### src/rtl/opstat_pkg.sv
package opstat_pkg;

    localparam int DATA_W   = 8;
    localparam int POLL_POS = DATA_W - 1;
    localparam int TGL_POS  = DATA_W - 2;
    localparam int KIND_W   = 2;

    typedef enum logic [KIND_W-1:0] {
        OP_PROGRAM    = 2'd0,
        OP_CHIP_ERASE = 2'd1,
        OP_SECT_WAIT  = 2'd2,
        OP_SECT_ERASE = 2'd3
    } op_kind_e;

    typedef struct packed {
        logic              busy;
        op_kind_e          kind;
        logic [DATA_W-1:0] data;
    } op_state_t;

    localparam op_state_t OP_STATE_IDLE = '{busy: 1'b0, kind: OP_PROGRAM, data: '0};

    // Status byte shown while a job runs.
    function automatic logic [DATA_W-1:0] compose_status(input op_state_t st, input logic tgl);
        logic [DATA_W-1:0] res;
        res           = st.data;
        res[POLL_POS] = (st.kind == OP_PROGRAM) ? ~st.data[POLL_POS] : 1'b0;
        res[TGL_POS]  = tgl;
        return res;
    endfunction

endpackage

### src/rtl/opstat_tracker.sv
module opstat_tracker
    import opstat_pkg::*;
(
    input  logic              clk,
    input  logic              rst,
    input  logic              op_start,
    input  logic              op_done,
    input  op_kind_e          kind_in,
    input  logic [DATA_W-1:0] byte_in,
    output op_state_t         state
);

    always_ff @(posedge clk) begin
        if (rst) begin
            state <= OP_STATE_IDLE;
        end else if (op_start) begin
            state.busy <= 1'b1;
            state.kind <= kind_in;
            state.data <= byte_in;
        end else if (op_done) begin
            state.busy <= 1'b0;
        end
    end

endmodule

### src/rtl/opstat_toggle.sv
module opstat_toggle (
    input  logic clk,
    input  logic rst,
    input  logic clear,
    input  logic advance,
    output logic tgl
);

    always_ff @(posedge clk) begin
        if (rst || clear) begin
            tgl <= 1'b0;
        end else if (advance) begin
            tgl <= ~tgl;
        end
    end

endmodule

### src/rtl/opstat_outreg.sv
module opstat_outreg
    import opstat_pkg::*;
(
    input  logic              clk,
    input  logic              rst,
    input  logic              rd_strobe,
    input  op_state_t         state,
    input  logic              tgl,
    input  logic [DATA_W-1:0] array_data,
    output logic [DATA_W-1:0] rd_data
);

    logic [DATA_W-1:0] next_val;

    always_comb begin
        next_val = state.busy ? compose_status(state, tgl) : array_data;
    end

    always_ff @(posedge clk) begin
        if (rst) begin
            rd_data <= '0;
        end else if (rd_strobe) begin
            rd_data <= next_val;
        end
    end

endmodule

### src/rtl/opstat_readback.sv
module opstat_readback
    import opstat_pkg::*;
(
    input  logic              clk,
    input  logic              rst,
    input  logic              op_start,
    input  logic              op_done,
    input  logic [KIND_W-1:0] op_kind,
    input  logic [DATA_W-1:0] wr_byte,
    input  logic              rd_strobe,
    input  logic [DATA_W-1:0] array_data,
    output logic [DATA_W-1:0] rd_data
);

    op_state_t state;
    logic      tgl;
    logic      tgl_adv;

    assign tgl_adv = rd_strobe & state.busy;

    opstat_tracker u_tracker (
        .clk      (clk),
        .rst      (rst),
        .op_start (op_start),
        .op_done  (op_done),
        .kind_in  (op_kind_e'(op_kind)),
        .byte_in  (wr_byte),
        .state    (state)
    );

    opstat_toggle u_toggle (
        .clk     (clk),
        .rst     (rst),
        .clear   (op_start),
        .advance (tgl_adv),
        .tgl     (tgl)
    );

    opstat_outreg u_outreg (
        .clk        (clk),
        .rst        (rst),
        .rd_strobe  (rd_strobe),
        .state      (state),
        .tgl        (tgl),
        .array_data (array_data),
        .rd_data    (rd_data)
    );

endmodule

### config.mk
export PLATFORM = sky130hd
export DESIGN_NAME = opstat_readback
export DESIGN_NICKNAME = d
export VERILOG_FILES = /design/src/rtl/opstat_pkg.sv /design/src/rtl/opstat_tracker.sv /design/src/rtl/opstat_toggle.sv /design/src/rtl/opstat_outreg.sv /design/src/rtl/opstat_readback.sv
export SDC_FILE = /design/constraint.sdc
export NUM_CORES = 1
export LEC_CHECK = 0
export BUFFER_PORTS_ARGS = -buffer_cell sky130_fd_sc_hd__buf_2
export CORE_MARGIN = 10
export CORE_UTILIZATION = 42
export CTS_CLUSTER_SIZE = 40
export DETAILED_ROUTE_END_ITERATION = 8
export GPL_TIMING_DRIVEN = 0
export PLACE_DENSITY_LB_ADDON = 0.25
export SYNTH_ARGS = -nofsm -noshare
export SYNTH_HDL_FRONTEND = slang
export SYNTH_SLANG_ARGS = --single-unit
export TNS_END_PERCENT = 5
### constraint.sdc
create_clock -name clk -period 1.23 [get_ports clk]
set_input_delay 0.123 -clock clk [delete_from_list [all_inputs] [get_ports clk]]
set_output_delay 0.123 -clock clk [all_outputs]
set_load 0.005 [all_outputs]
# --- Word-level counts from Yosys, hierarchy flattened ---
# Cells that the tools add are included.
classes:
  n_mux: 4
  n_bitwise: 3
  reduce_logical: 3
ops:
  columns: ["operator", "count"]
  rows:
  - ["2-to-1 mux 8 bit", 1]
  - ["2-to-1 mux 1 bit", 3]
  - ["zero test 2 bit", 1]
  - ["inverter 1 bit", 2]
  - ["nonzero test 2 bit", 1]
  - ["AND 1 bit", 1]
  - ["logical OR 1 bit", 1]
word_totals:
  ff_bits: 20
  out_inout_bits: 8
  elab_cells: 15

# --- Depth between registers and ports, before layout ---
logic_depth:
  word_depth: 3
  depth_mapped: 4

# --- Cells and area by module ---
# Synthesis repeated with hierarchy kept, for this count alone.
unflattened:
  hier_cells: 77
  area_unflattened_um2: 804.5
modules_own_cells:
  columns: ["mod", "instances", "cells_each", "area_per_inst_um2", "seq_area_each_um2"]
  rows:
  - ["opstat_tracker", 1, 36, 389.1, 220.2]
  - ["opstat_outreg", 1, 37, 370.4, 160.2]
  - ["opstat_toggle", 1, 3, 38.8, 20.0]
  - ["opstat_readback", 1, 1, 6.3, 0.0]

# --- Worst setup path before layout ---
# No wires, ideal clock.
synth_timing:
  kind: "register to register"
  from: "reg, netlist name u_tracker.state[9]"
  to: "reg u_outreg.rd_data[7]"
  setup_time_ps: 88
  arrival_ps: 1025
  path_slack_ps: 117
  stages_incl_launch_ff: 3
  synth_period_minus_slack_ps: 1113
  cell_sequence: "dfxtp_1 or4b_4 a311oi_2"
synth_via:
  elab_chain_len: 3
synth_rtl:
  columns: ["item", "line_no", "rtl"]
  rows:
  - ["zero test 2 bit", "opstat_pkg.sv:27", "res[POLL_POS] = (st.kind == OP_PROGRAM) ? ~st.data[POLL_POS] : 1'b0;"]
  - ["2-to-1 mux 1 bit", "opstat_pkg.sv:27", null]
  - ["2-to-1 mux 8 bit", "opstat_outreg.sv:16", "next_val = state.busy ? compose_status(state, tgl) : array_data;"]
  - ["end signal, assigned", "opstat_outreg.sv:23", "rd_data <= next_val;"]
  - ["end, declared", "opstat_outreg.sv:10", "output logic [DATA_W-1:0] rd_data"]
# No other way between the ends.
# A chain may end at the register's enable or synchronous reset.

# --- Worst setup path in the final report ---
layout_timing:
  from: "reg, netlist name u_tracker.state[9]"
  to: "reg u_outreg.rd_data[7]"
layout_via:
  elab_chain_len: 3
layout_rtl:
  columns: ["item", "line_no"]
  rows:
  - ["zero test 2 bit", "opstat_pkg.sv:27"]
  - ["2-to-1 mux 1 bit", "opstat_pkg.sv:27"]
  - ["2-to-1 mux 8 bit", "opstat_outreg.sv:16"]
# No other way between the ends.

==> out/metrics.cfg <==
[outcome]
status = complete, no violations

[logic_synthesis]
synth-simple-area-share_pct = 12.8
synth_edf_count = 0
synthMuxAreaShare_pct = 21.1
yosys_register_bits = 19
synth_cell_type_count = 13
synth_top_cells_by_count = dfxtp_1, nor2_1, mux2i_1, a211oi_1, buf_2
synth_nets = 97
synth.top_cells.by_area = dfxtp_1, mux2i_1, nor2_1
ys.flop_type = dfxtp_1
synth_compound_area_share_pct = 11.8
synth_top_area_cell = dfxtp_1
ys_warn_count = 0
yosysTopAreaCellShare_pct = 50.0
seq_area_frac_synth_pct = 50.0
async_reset_ff_share_pct = 0
synth_top_family_by_area = multiplexers
synth-xor-area-share_pct = 0
syn_area_per_cell_sq_um = 10.3
synth_most_common_cell = dfxtp_1
syn_inst = 74
yosys.area_share.adder_pct = 0
syn_area_sq_um = 761

[die]
core_area_sq_um = 1730
die_y_um = 62.6
ios = 31
initial_core_util_pct = 44.1
rows = 15
die_area_sq_um = 3910
dieWidth_um = 62.6

[route]
wl_per_cell_um = 12.5
drcViolationCount = 0
drt-total-wl_mm = 1.62
vias = 601
dr.pass1.iters = 3
final_antenna_net_count = 0
viasPerCell = 4.62
drtIter0Drc = 9

[worst_setup_path]
cp_data_arrival_time_ps = 1360
path_class = reg2reg
cp_max_fo = 2
startpoint_type = flop
critPathMaxStageDelay_ps = 530
path_cells = or4b_4 -> a311oi_2
worstPathRequired_ps = 1430
slowest_stage = or4b_4
rr_startpoint = u_tracker.state[9]$_SDFFE_PP0P_
setup.worst_path.start = u_tracker.state[9]$_SDFFE_PP0P_
worstSetupEndpointType = flop

[clock_network]
hold_buffers = 0
post_cts_buffers = 0
cts.clk_slew.worst_paths_ps = 100
cts_resized = 0
cts-root-buf = clkbuf_4
cts_sinks = 19
numCtsBuffers = 3
cts_buffer_depth = 2
tritoncts = done
clock_insertion_delay_worst_skew_ps = 280
ctsHtreeMaxLevel = 1

[power_and_ir_drop]
vdd_drop_max_uv = 707
power.leakage_nw = 0.451
power_density_nw_per_um2 = 1200

[global_route]
grt_pass1_wl_mm = 2.83
overflow = 0
grt_antenna_before_repair = 0
grt_pass1_vias = 635
track_usage_pct = 8.64
grt_max_degree = 11

[sta]
worstMarginPinSlew_ps = 448
rsz0062_at_grt = no
tns_ps = 0
slew_violations = 0
slew_headroom_pct = 70.1
hold_viol_final = 0
setup_violations = 0
finalWorstPathRequiredPeriod_ps = 1160
fin_crit_sh_pct = 94.3
fmax_ghz = 0.862
clock_skew_ps = 4.05

[job]
maxCapViolations = 0

[final_layout]
n_antenna_cell = 0
nNetsFinal = 129
final_util_pct = 55.2
drive_gt1_share_pct = 36.2
final_area_sq_um = 953
syn_to_final_growth_pct = 25.3

[placement]
dp_hpwl_mm = 1.27
port_buffers = 27
globalplace.congestion = 0.655
placed_area_sq_um = 927

[hold_path]
worst_hold_startpoint = wr_byte[1]
hp-class = in2reg

-- power by group --
part,internal (mW),switching [mW]
combinational,0.0895,0.0798
clock,0.126,0.175
sequential,0.655,0.0175
-- cell families after synthesis --
group | after synthesis
mux | 16
buf+inv | 7
simple gates | 21
compound gates | 11
flops | 19
-- registers in the layout, summed over array words and instances (netlist names) --
signal,flops
u_toggle.tgl,1
u_outreg.rd_data,8
u_tracker.state,10
-- layer usage --
| layer | vias up | wire length (um) | GRT usage, % | part of all wire [%] |
|---|---|---|---|---|
| met5 | - | 0 | 0 | 0 |
| met4 | 0 | 12 | 2.51 | 0.74 |
| met3 | 2 | 114 | 4.12 | 7.0 |
| met2 | 17 | 774 | 14.1 | 48 |
| met1 | 262 | 720 | 9.74 | 44 |
| li1 | 320 | - | - | - |
-- critical path: cells and delay by family, from the launching register on --
family | cells | cell delay (ps)
simple gates | 1 | 530
flops | 1 | 320
compound gates | 1 | 230
-- cells in the final DEF (no fill, tap or decap), drive strengths merged --
master and count:
a21oi 1, clkbuf 5, a311oi 1, buf 32, mux2i 16, or4b 1, nand3b 1, nor2 17
a21bo 1, nand2b 2, a211oi 8, inv 1, dfxtp 19
-- per-stage QoR --
stage | cells | worst slack [ps] | total power [mW] | hold WS, ps
after global routing | 130 | 7.89 | 1.21 | 64.0
after floorplan | 74 | 117 | 0.790 | 270
after detailed placement | 126 | 88.1 | 0.860 | 368
final | 130 | 70.0 | 1.14 | 69.4
after CTS | 130 | 62.5 | 1.16 | 64.3
after global placement | 126 | 97.6 | 0.855 | 358
-- path summary, 6_finish.rpt --
check,to,slack [ps],cells past startpoint
worst min register to register,u_outreg.rd_data[3]$_SDFFE_PP0P_,490,2
worst min-delay path,u_tracker.state[1]$_SDFFE_PP0P_,70,3
worst max register to register,u_outreg.rd_data[7]$_SDFFE_PP0P_,70,2
worst max-delay path,u_outreg.rd_data[7]$_SDFFE_PP0P_,70,2
-- layout make-up --
| cell class | instances | area, sq um |
|---|---|---|
| multi-input combinational | 48 | 348 |
| buffer | 6 | 28.8 |
| fill | 173 | 773 |
| tap | 25 | 31.3 |
| clock buffer | 4 | 26.3 |
| inverter | 1 | 3.75 |
| sequential | 19 | 380 |
| timing repair buffer | 27 | 135 |
No activity file was read; power rests on OpenSTA's default activity.
